===== src/rtl/dpc_pkg.sv =====
package dpc_pkg;
  localparam int CH_W    = 2;
  localparam int LOC_W   = 2;
  localparam int NCH     = 1 << CH_W;
  localparam int NLOC    = 1 << LOC_W;
  localparam int TAP_W   = 8;
  localparam int WORD_W  = TAP_W + 1;
  localparam int AW      = CH_W + LOC_W;
  localparam int NWORDS  = 1 << AW;
  localparam int FRAME_W = 24;
  localparam int CMD_W   = 8;
  localparam int CNT_W   = $clog2(FRAME_W + 2);

  typedef enum logic [3:0] {
    OP_NOP   = 4'b0000,
    OP_WAKE  = 4'b0001,
    OP_PROG  = 4'b0010,
    OP_STORE = 4'b0011,
    OP_WRTAP = 4'b0100,
    OP_INC   = 4'b0111,
    OP_SLEEP = 4'b1000,
    OP_SRST  = 4'b1001,
    OP_RDNV  = 4'b1010,
    OP_LOAD  = 4'b1011,
    OP_RDTAP = 4'b1100,
    OP_ERASE = 4'b1101,
    OP_DEC   = 4'b1111
  } op_e;
endpackage


===== src/rtl/dpc_sync.sv =====
module dpc_sync #(
  parameter int W = 1,
  parameter int STG = 2,
  parameter logic [W-1:0] RST_VAL = '0
) (
  input  logic         clk,
  input  logic         rst_n,
  input  logic [W-1:0] d,
  output logic [W-1:0] q
);
  logic [STG-1:0][W-1:0] chain_q;

  always_ff @(posedge clk or negedge rst_n) begin
    if (!rst_n) begin
      chain_q <= {STG{RST_VAL}};
    end else begin
      chain_q[0] <= d;
      for (int s = 1; s < STG; s++) chain_q[s] <= chain_q[s-1];
    end
  end

  assign q = chain_q[STG-1];
endmodule


===== src/rtl/dpc_spi_rx.sv =====
module dpc_spi_rx
  import dpc_pkg::*;
#(
  parameter int SYNC_STG = 2
) (
  input  logic              clk,
  input  logic              rst_n,
  input  logic              cs_n,
  input  logic              sclk,
  input  logic              mosi,
  input  logic              wp,
  input  logic [WORD_W-1:0] resp_i,
  output logic [CMD_W-1:0]  cmd_o,
  output logic [WORD_W-1:0] dat_o,
  output logic              exec_o,
  output logic              wp_o,
  output logic              miso_o
);
  localparam logic [CNT_W-1:0] CNT_MAX  = '1;
  localparam logic [CNT_W-1:0] CNT_FULL = CNT_W'(FRAME_W);

  logic cs_s, sclk_s, mosi_s;
  logic cs_prev_q, sclk_prev_q;
  logic cs_fall, cs_rise, sclk_rise;
  logic [FRAME_W-1:0] sr_q, sr_d, out_q, out_d;
  logic [CNT_W-1:0]   cnt_q, cnt_d;

  dpc_sync #(.W(4), .STG(SYNC_STG), .RST_VAL(4'b1000)) u_sync (
    .clk(clk), .rst_n(rst_n),
    .d({cs_n, sclk, mosi, wp}),
    .q({cs_s, sclk_s, mosi_s, wp_o})
  );

  assign cs_fall   = !cs_s && cs_prev_q;
  assign cs_rise   = cs_s && !cs_prev_q;
  assign sclk_rise = sclk_s && !sclk_prev_q && !cs_s;

  always_comb begin
    sr_d  = sr_q;
    cnt_d = cnt_q;
    out_d = out_q;
    if (cs_fall) begin
      cnt_d = '0;
      out_d = {{(FRAME_W-WORD_W){1'b0}}, resp_i};
    end else if (sclk_rise) begin
      sr_d  = {sr_q[FRAME_W-2:0], mosi_s};
      out_d = {out_q[FRAME_W-2:0], 1'b0};
      if (cnt_q != CNT_MAX) cnt_d = cnt_q + 1'b1;
    end
  end

  always_ff @(posedge clk or negedge rst_n) begin
    if (!rst_n) begin
      cs_prev_q   <= 1'b1;
      sclk_prev_q <= 1'b0;
      sr_q        <= '0;
      cnt_q       <= '0;
      out_q       <= '0;
    end else begin
      cs_prev_q   <= cs_s;
      sclk_prev_q <= sclk_s;
      if (cs_fall || sclk_rise) begin
        sr_q  <= sr_d;
        cnt_q <= cnt_d;
        out_q <= out_d;
      end
    end
  end

  assign exec_o = cs_rise && (cnt_q == CNT_FULL);
  assign cmd_o  = sr_q[FRAME_W-1 -: CMD_W];
  assign dat_o  = sr_q[WORD_W-1:0];
  assign miso_o = out_q[FRAME_W-1];

  assert_exec_single_R1: assert property (@(posedge clk) disable iff (!rst_n)
    exec_o |=> !exec_o) else $error("frame strobe longer than one cycle");
endmodule


===== src/rtl/dpc_nvmem.sv =====
module dpc_nvmem
  import dpc_pkg::*;
#(
  parameter int BUSY_CYC = 2000
) (
  input  logic                     clk,
  input  logic                     rst_n,
  input  logic                     we_i,
  input  logic [AW-1:0]            waddr_i,
  input  logic [WORD_W-1:0]        wdata_i,
  output logic [NWORDS*WORD_W-1:0] mem_o,
  output logic                     rdy_o
);
  localparam int BC_W = $clog2(BUSY_CYC + 1);

  logic [NWORDS-1:0][WORD_W-1:0] mem_q;
  logic [NWORDS-1:0]             wen;
  logic [BC_W-1:0]               bcnt_q, bcnt_d;

  for (genvar w = 0; w < NWORDS; w++) begin : g_wen
    assign wen[w] = we_i && (waddr_i == AW'(w));
  end

  always_ff @(posedge clk or negedge rst_n) begin
    if (!rst_n) begin
      mem_q <= '1;
    end else begin
      for (int w = 0; w < NWORDS; w++) begin
        if (wen[w]) mem_q[w] <= wdata_i;
      end
    end
  end

  always_comb begin
    bcnt_d = bcnt_q;
    if (we_i)             bcnt_d = BC_W'(BUSY_CYC);
    else if (bcnt_q != 0) bcnt_d = bcnt_q - 1'b1;
  end

  always_ff @(posedge clk or negedge rst_n) begin
    if (!rst_n) bcnt_q <= '0;
    else        bcnt_q <= bcnt_d;
  end

  assign rdy_o = (bcnt_q == '0);
  assign mem_o = mem_q;

  assert_we_ready_R9: assert property (@(posedge clk) disable iff (!rst_n)
    we_i |-> rdy_o) else $error("store written while busy");
  assert_busy_cause_R4: assert property (@(posedge clk) disable iff (!rst_n)
    $fell(rdy_o) |-> $past(we_i)) else $error("busy without a write");
endmodule


===== src/rtl/dpc_core.sv =====
module dpc_core
  import dpc_pkg::*;
(
  input  logic                     clk,
  input  logic                     rst_n,
  input  logic                     exec_i,
  input  logic [CMD_W-1:0]         cmd_i,
  input  logic [WORD_W-1:0]        dat_i,
  input  logic                     wp_i,
  input  logic                     nvm_rdy_i,
  input  logic [NWORDS*WORD_W-1:0] nvm_mem_i,
  output logic                     nvm_we_o,
  output logic [AW-1:0]            nvm_waddr_o,
  output logic [WORD_W-1:0]        nvm_wdata_o,
  output logic [NCH*TAP_W-1:0]     tap_o,
  output logic [NCH-1:0]           sel_o,
  output logic [WORD_W-1:0]        resp_o
);
  op_e                           op;
  logic [CH_W-1:0]               ch;
  logic [LOC_W-1:0]              loc;
  logic [AW-1:0]                 idx;
  logic [NWORDS-1:0][WORD_W-1:0] mem_w;
  logic                          go, act;

  logic [NCH-1:0][TAP_W-1:0] tap_q, tap_d;
  logic [NCH-1:0]            sel_q, sel_d;
  logic [WORD_W-1:0]         resp_q, resp_d;
  logic                      asleep_q, asleep_d;

  assign op    = op_e'(cmd_i[CMD_W-1 -: 4]);
  assign loc   = cmd_i[AW-1 -: LOC_W];
  assign ch    = cmd_i[CH_W-1:0];
  assign idx   = {ch, loc};
  assign mem_w = nvm_mem_i;
  assign go    = exec_i && nvm_rdy_i;
  assign act   = go && !asleep_q;

  always_comb begin
    tap_d       = tap_q;
    sel_d       = sel_q;
    resp_d      = resp_q;
    asleep_d    = asleep_q;
    nvm_we_o    = 1'b0;
    nvm_waddr_o = idx;
    nvm_wdata_o = '0;
    if (go && asleep_q && op == OP_WAKE) asleep_d = 1'b0;
    if (act) begin
      case (op)
        OP_RDTAP: resp_d = {sel_q[ch], tap_q[ch]};
        OP_WRTAP: tap_d[ch] = dat_i[TAP_W-1:0];
        OP_RDNV:  resp_d = mem_w[idx];
        OP_PROG: if (!wp_i) begin
          nvm_we_o    = 1'b1;
          nvm_wdata_o = dat_i;
        end
        OP_LOAD:  {sel_d[ch], tap_d[ch]} = mem_w[idx];
        OP_STORE: if (!wp_i) begin
          nvm_we_o    = 1'b1;
          nvm_wdata_o = {sel_q[ch], tap_q[ch]};
        end
        OP_INC:   if (tap_q[ch] != '1) tap_d[ch] = tap_q[ch] + 1'b1;
        OP_DEC:   if (tap_q[ch] != '0) tap_d[ch] = tap_q[ch] - 1'b1;
        OP_SLEEP: asleep_d = 1'b1;
        OP_ERASE: if (!wp_i) begin
          nvm_we_o    = 1'b1;
          nvm_wdata_o = '1;
        end
        OP_SRST: begin
          for (int c = 0; c < NCH; c++) begin
            {sel_d[c], tap_d[c]} = mem_w[AW'(c * NLOC)];
          end
        end
        default: ;
      endcase
    end
  end

  always_ff @(posedge clk or negedge rst_n) begin
    if (!rst_n) begin
      tap_q    <= '1;
      sel_q    <= '1;
      resp_q   <= '0;
      asleep_q <= 1'b1;
    end else if (go) begin
      tap_q    <= tap_d;
      sel_q    <= sel_d;
      resp_q   <= resp_d;
      asleep_q <= asleep_d;
    end
  end

  assign tap_o  = tap_q;
  assign sel_o  = sel_q;
  assign resp_o = resp_q;

  assert_sleep_nowrite_R10: assert property (@(posedge clk) disable iff (!rst_n)
    asleep_q |-> !nvm_we_o) else $error("store written while asleep");

  for (genvar i = 0; i < NCH; i++) begin : g_chk
    assert_sleep_hold_R10: assert property (@(posedge clk) disable iff (!rst_n)
      asleep_q |=> ($stable(tap_q[i]) && $stable(sel_q[i])))
      else $error("channel moved while asleep");
    assert_no_wrap_R6: assert property (@(posedge clk) disable iff (!rst_n)
      (act && (op == OP_INC || op == OP_DEC)) |=>
        (tap_q[i] == $past(tap_q[i])) ||
        ($past(tap_q[i]) != '1 && tap_q[i] == $past(tap_q[i]) + 1'b1) ||
        ($past(tap_q[i]) != '0 && tap_q[i] == $past(tap_q[i]) - 1'b1))
      else $error("wiper step wrapped or jumped");
  end
endmodule


===== src/rtl/dpot_cmd_ctrl.sv =====
module dpot_cmd_ctrl
  import dpc_pkg::*;
#(
  parameter int BUSY_CYC = 2000,
  parameter int SYNC_STG = 2
) (
  input  logic                 clk,
  input  logic                 rst_n,
  input  logic                 cs_n,
  input  logic                 sclk,
  input  logic                 mosi,
  output logic                 miso,
  input  logic                 wp,
  output logic                 rdy,
  output logic [NCH*TAP_W-1:0] tap_o,
  output logic [NCH-1:0]       sel_o
);
  logic                     rst_n_s;
  logic [CMD_W-1:0]         cmd;
  logic [WORD_W-1:0]        dat, resp, wdata;
  logic                     exec, wp_s, we;
  logic [AW-1:0]            waddr;
  logic [NWORDS*WORD_W-1:0] mem;

  dpc_sync #(.W(1), .STG(2), .RST_VAL(1'b0)) u_rsync (
    .clk(clk), .rst_n(rst_n), .d(1'b1), .q(rst_n_s)
  );

  dpc_spi_rx #(.SYNC_STG(SYNC_STG)) u_rx (
    .clk(clk), .rst_n(rst_n_s), .cs_n(cs_n), .sclk(sclk), .mosi(mosi),
    .wp(wp), .resp_i(resp), .cmd_o(cmd), .dat_o(dat), .exec_o(exec),
    .wp_o(wp_s), .miso_o(miso)
  );

  dpc_core u_core (
    .clk(clk), .rst_n(rst_n_s), .exec_i(exec), .cmd_i(cmd), .dat_i(dat),
    .wp_i(wp_s), .nvm_rdy_i(rdy), .nvm_mem_i(mem), .nvm_we_o(we),
    .nvm_waddr_o(waddr), .nvm_wdata_o(wdata), .tap_o(tap_o), .sel_o(sel_o),
    .resp_o(resp)
  );

  dpc_nvmem #(.BUSY_CYC(BUSY_CYC)) u_nvm (
    .clk(clk), .rst_n(rst_n_s), .we_i(we), .waddr_i(waddr),
    .wdata_i(wdata), .mem_o(mem), .rdy_o(rdy)
  );

  assert_wp_quiet_R8: assert property (@(posedge clk) disable iff (!rst_n_s)
    $past(wp_s) |-> !$fell(rdy)) else $error("busy started under write protect");
endmodule


===== config.mk =====
export PLATFORM = sky130hd
export DESIGN_NAME = dpot_cmd_ctrl
export DESIGN_NICKNAME = d
export VERILOG_FILES = /design/src/rtl/dpc_pkg.sv /design/src/rtl/dpc_sync.sv /design/src/rtl/dpc_spi_rx.sv /design/src/rtl/dpc_nvmem.sv /design/src/rtl/dpc_core.sv /design/src/rtl/dpot_cmd_ctrl.sv
export SDC_FILE = /design/constraint.sdc
export NUM_CORES = 1
export LEC_CHECK = 0
export BUFFER_PORTS_ARGS = -buffer_cell sky130_fd_sc_hd__clkbuf_2
export CAP_MARGIN = 20
export CORE_ASPECT_RATIO = 1.75
export CORE_MARGIN = 3
export CORE_UTILIZATION = 55
export DETAILED_ROUTE_END_ITERATION = 6
export HOLD_SLACK_MARGIN = 0.03
export PLACE_DENSITY = 0.68
export SYNTH_ARGS = -nofsm -noshare
export SYNTH_HDL_FRONTEND = slang
export SYNTH_HIERARCHICAL = 1
export SYNTH_SLANG_ARGS = --single-unit

===== constraint.sdc =====
create_clock -name clk -period 21.1 [get_ports clk]
set_input_delay 4.22 -clock clk [delete_from_list [all_inputs] [get_ports clk]]
set_output_delay 4.22 -clock clk [all_outputs]
set_load 0.005 [all_outputs]

# ---- Word level (Yosys, flattened, before mapping)
# Index checks and enable logic that the tools add are counted.
dict set report word_totals {
  regBits 266
  elab_cells 159
  romBits 0
  latch_bits 0
  ramBits 0
  memories 0
}
dict set report classes {
  n_eq_ne 32
  multipliers 0
  n_bitwise 1
  n_div 0
  n_shift 0
  n_lt_le_gt_ge 3
  n_addsub 4
  muxes 38
  reduce_logical 48
}
# operator count
set op_table {}
lappend op_table {{$pmux 32 s5} 1}
lappend op_table {{$bwmux 32} 4}
lappend op_table {{$mux 32} 2}
lappend op_table {{$eq 4x4->1 const B} 15}
lappend op_table {{$mux 24} 2}
lappend op_table {{$mux 9} 5}
lappend op_table {{$bmux 9 s4} 1}
lappend op_table {{$pmux 9 s3} 1}
lappend op_table {{$logic_and 1x1->1} 26}
lappend op_table {{$eq 4x3->1 const B} 6}
lappend op_table {{$mux 11} 2}
lappend op_table {{$pmux 9 s2} 1}
lappend op_table {{$bmux 8 s2} 1}
lappend op_table {{$demux 8 s2} 1}
lappend op_table {{$eq 4x2->1 const B} 4}
lappend op_table {{$mux 8} 2}
lappend op_table {{$mux 5} 3}
lappend op_table {{$reduce_and 3->1} 4}
lappend op_table {{$logic_not 11->1} 1}
lappend op_table {{$reduce_bool 11->1} 1}
lappend op_table {{$sub 11x1->11 const B} 1}
lappend op_table {{$reduce_bool 2->1} 5}
lappend op_table {{$add 8x1->8 const B} 1}
lappend op_table {{$eq 4x1->1 const B} 2}
lappend op_table {{other kinds (23)} 34}

# ---- Depth between registers and ports, before layout
dict set report depth {
  depth_word 9
  ltp_mapped 15
  mapped_depth_nobuf 12
}

# ---- By module
# Netlist, hierarchy kept.
# mod seq_area_each_um2 area_each_um2 instances cells_each
set by_module_without_submodules {}
lappend by_module_without_submodules {dpc_nvmem 4058.9 6287.3 1 396}
lappend by_module_without_submodules {dpc_core 1197.4 4872.2 1 527}
lappend by_module_without_submodules {dpc_spi_rx 1377.6 2331.0 1 172}
lappend by_module_without_submodules {{dpc_sync at u_rx.u_sync} 202.7 232.7 1 12}
lappend by_module_without_submodules {{dpc_sync at u_rsync} 50.0 50.0 1 2}
lappend by_module_without_submodules {dpot_cmd_ctrl 0.0 3.8 1 1}

# ---- Worst setup path before layout
# Ideal clock, no wire load.
dict set report synth_timing {
  path_type {reg2out}
  startpoint {reg u_nvm.bcnt_q[0]}
  endpoint {out rdy}
  stages_incl_launch_ff 6
  path_slack_ps 15446
  t_arrival_ps 1434
  n_path_buf 0
  path_cell_list {dfrtp_1 inv_1 ha_1 nor3b_1 nand2_1 nor2_1}
}
dict set report synth_between {
  elab_chain_cells 1
}
# item line_no
set synth_rtl {}
lappend synth_rtl {{start, declared} dpc_nvmem.sv:18} ;# logic [BC_W-1:0] bcnt_q, bcnt_d;
lappend synth_rtl {{start signal, assigned} dpc_nvmem.sv:42} ;# else bcnt_q <= bcnt_d;
lappend synth_rtl {{$logic_not 11->1} dpc_nvmem.sv:45} ;# assign rdy_o = (bcnt_q == '0);
lappend synth_rtl {{end, declared} dpot_cmd_ctrl.sv:14} ;# output logic rdy,
# No other way between the ends.

# ---- Worst setup path in the final report
# Same ends and word-level chain as after synthesis.

==> results.toml <==
[worst_setup_path]
cp_max_fo = 6
crit_chain = "inv_1 > ha_1 > nor3b_1 > nand2_1 > nor2_1 > clkbuf_2"
worstReg2RegStart = "u_nvm/bcnt_q[0]"
cpLargestDelayFamily = "simple AND/OR/NAND/NOR gates"
startpoint = "u_nvm/bcnt_q[0]"
critPathSlowestCell = "nor3b_1"
crit_path_end_kind = "output port"
arrival_ns = 2.36
worstSetupStartpointType = "flop"
cpPeakStageDelay_ns = 0.60
cp_num_buf_inv = 2
crit_type = "flop to output port"
required_ns = 16.88

[logic_synthesis]
async_flop_share = 1.00
syn_inst = 1110
synth.distinct_cells = 86
syn_nets = 1123
synthAdderAreaFrac = 0.00708
synthFlopType = "dfstp_2"
netlist_area_mm2 = 0.0138
synth.avg_cell_area_um2 = 12.4
synth_edf_count = 0
synthSimpleGateAreaFrac = 0.0919
synth-seq-cells = 266
seq_area_frac_synth = 0.500
synthXorXnorAreaFrac = 0.00636
synth_mux_area_frac = 0.232
synth_compound_area_frac = 0.118
synth_top_family_by_area = "multiplexers"
yosysWarnings = 6

[finish]
layout_common_cells = "dfstp_2 (184), mux2_2 (162), dfrtp_1 (80)"
num-fill-cells = 1984
drive_above_1_share = 0.474
nNetsFinal = 1121
final_area_mm2 = 0.0148
diodes = 0
final_cells = 1438
layout_commonest_cell = "dfstp_2"
area_growth_pct = 7.72

[clock_tree]
clk_path_buf_depth = 3
cts_max_level = 1
cts_setup_buffers = 0
cts_tree = "built"
cts_buffers = 25
clockRootBuffer = "clkbuf_16"
cts_hold_buf = 0
clkSinkCount = 266
clkLatencyLatePin_ns = 0.53
cts.clk_slew.worst_paths_ns = 0.07
post_cts_resized = 0

[die]
num_io_pins = 44
core-area_mm2 = 0.0246
die-area_mm2 = 0.0271
die_width_um = 126
initial_core_util = 0.559
die_height_um = 215
placementRows = 76

[worst_hold_path]
hold_start = "u_rx/u_sync/chain_q[0]"
worstHoldPathType = "flop to flop"

[pwr]
p_leak_nw = 6.00
max-vdd-ir-drop_mv = 0.0670
powerDensity_mw_per_mm2 = 66.9

[placement]
dp_hpwl_mm = 26.1
dpl_cell_area_mm2 = 0.0140
pre_cts_ws_ns = 15.06
io_buffers = 43
place_congestion = 1.00
dp.cells = 1388

[timing]
slew_viol_final = 0
slew_headroom = 0.211
timing.final.ws_setup_ns = 14.52
tns_ns = 0
fin_crit_sh = 0.312
fin_crit_ns = 6.58
grt_setup_unrepaired = "false"
finClkSkew_ns = 0.00843
final-hold-violation-count = 0
tightestPinTransition_ns = 1.17
hold_slack_ns = 0.347
setup-violations-final = 0
fmax_mhz = 152

[global_route]
antenna_found_initial = 0
grt_overflow_total = 0
track_usage = 0.276
grt_pass1_vias = 9853
grt_max_degree = 75
grt_pass1_wl_mm = 58.3

[routing]
via_count = 9428
routed_wl_mm = 37.1
routed_via_density = 6.56
drtIter0Drc = 601
remaining_drc_errors = 0
wl_per_cell_um = 25.8
drtAntennaViolNets = 0
drt_first_pass_iters = 6

[run_status]
outcome = "finished, final reports clean"

[job]
maxCapViolCount = 0
==> kinds of logic after synthesis <==
kind of cell	count (synthesis)
flops	266
simple gates	241
mux	235
compound gates	228
buf+inv	121
xor+xnor	10
fa+ha+maj	8
other cells	1
==> registers in the layout, indices dropped and copies added, names as in the netlist, 5 cells and up <==
| name | cells |
|---|---|
| u_core/tap_o | 32 |
| u_rx/sr_q | 24 |
| u_nvm/mem_o | 144 |
| u_core/resp_o | 9 |
| u_nvm/bcnt_q | 11 |
| u_rx/out_q | 24 |
| u_rx/cnt_q | 5 |
==> worst register-to-register path: cells and delay by family, from the launching register on <==
family / cells / cell delay, ns
and+or+nand+nor: 8 / 3.06
adders and majority gates: 1 / 0.18
DFF: 1 / 0.39
muxes: 1 / 0.41
buffers and inverters: 2 / 0.63
==> power breakdown <==
part | internal, mW | leakage, nW | switching, mW
combinational | 0.00985 | 2.61 | 0.0152
sequential | 0.518 | 3.01 | 0.0138
clock | 0.247 | 0.379 | 0.190
==> metal layers <==
metal,share of wire,global-route usage
met5,0,0
met3,0.048,0.0364
met4,0.067,0.159
met2,0.53,0.493
met1,0.36,0.314
==> through the flow <==
step / power, mW / util
after floorplan: 0.558 / -
after global placement: 0.564 / 0.570
after detailed placement: 0.564 / 0.570
after CTS: 1.01 / 0.601
after global routing: 1.03 / 0.603
final: 0.993 / 0.603
==> path summary, 6_finish.rpt <==
path	end	slack, ns	cells after the start
min reg2reg	u_rx/u_sync/q[0]	0.35	0
max	rdy	14.52	6
min in group asynchronous	u_rx/sr_q[2]	0.40	0
max in group asynchronous	u_rsync/q	17.52	1
min	u_rx/u_sync/q[0]	0.35	0
max reg2reg	u_nvm/mem_o[83]	16.34	12
==> cell usage after synthesis (11+ instances only) <==
| master | n | area share |
|---|---|---|
| nand2b_1 | 13 | 0.0059 |
| or3_1 | 11 | 0.0050 |
| nor2b_1 | 11 | 0.0050 |
| clkbuf_1 | 40 | 0.011 |
| nor2_1 | 70 | 0.019 |
| a22oi_1 | 19 | 0.010 |
| buf_2 | 19 | 0.0069 |
| nor3_1 | 14 | 0.0051 |
| mux4_2 | 48 | 0.078 |
| a31oi_1 | 13 | 0.0059 |
| mux2_2 | 162 | 0.13 |
| a221oi_1 | 18 | 0.011 |
| a21oi_1 | 54 | 0.020 |
| dfrtp_1 | 82 | 0.15 |
| mux2i_1 | 14 | 0.010 |
| inv_1 | 21 | 0.0057 |
| buf_4 | 29 | 0.016 |
| a22o_1 | 26 | 0.017 |
| dfstp_2 | 184 | 0.35 |
| o21ai_0 | 39 | 0.014 |
| nand2_1 | 49 | 0.013 |
| nand3_1 | 14 | 0.0051 |
==> final cells by class <==
type / instances / area, um2 / share of cell area
timing repair buffer: 69 / 405 / 0.0273
inverter: 23 / 86.3 / 0.00582
multi-input combinational: 723 / 6290 / 0.424
tap: 312 / 390 / 0.0263
clock inverter: 10 / 100 / 0.00674
clock buffer: 35 / 673 / 0.0454
sequential: 266 / 6890 / 0.464
Power figures use the tool's default switching activity.
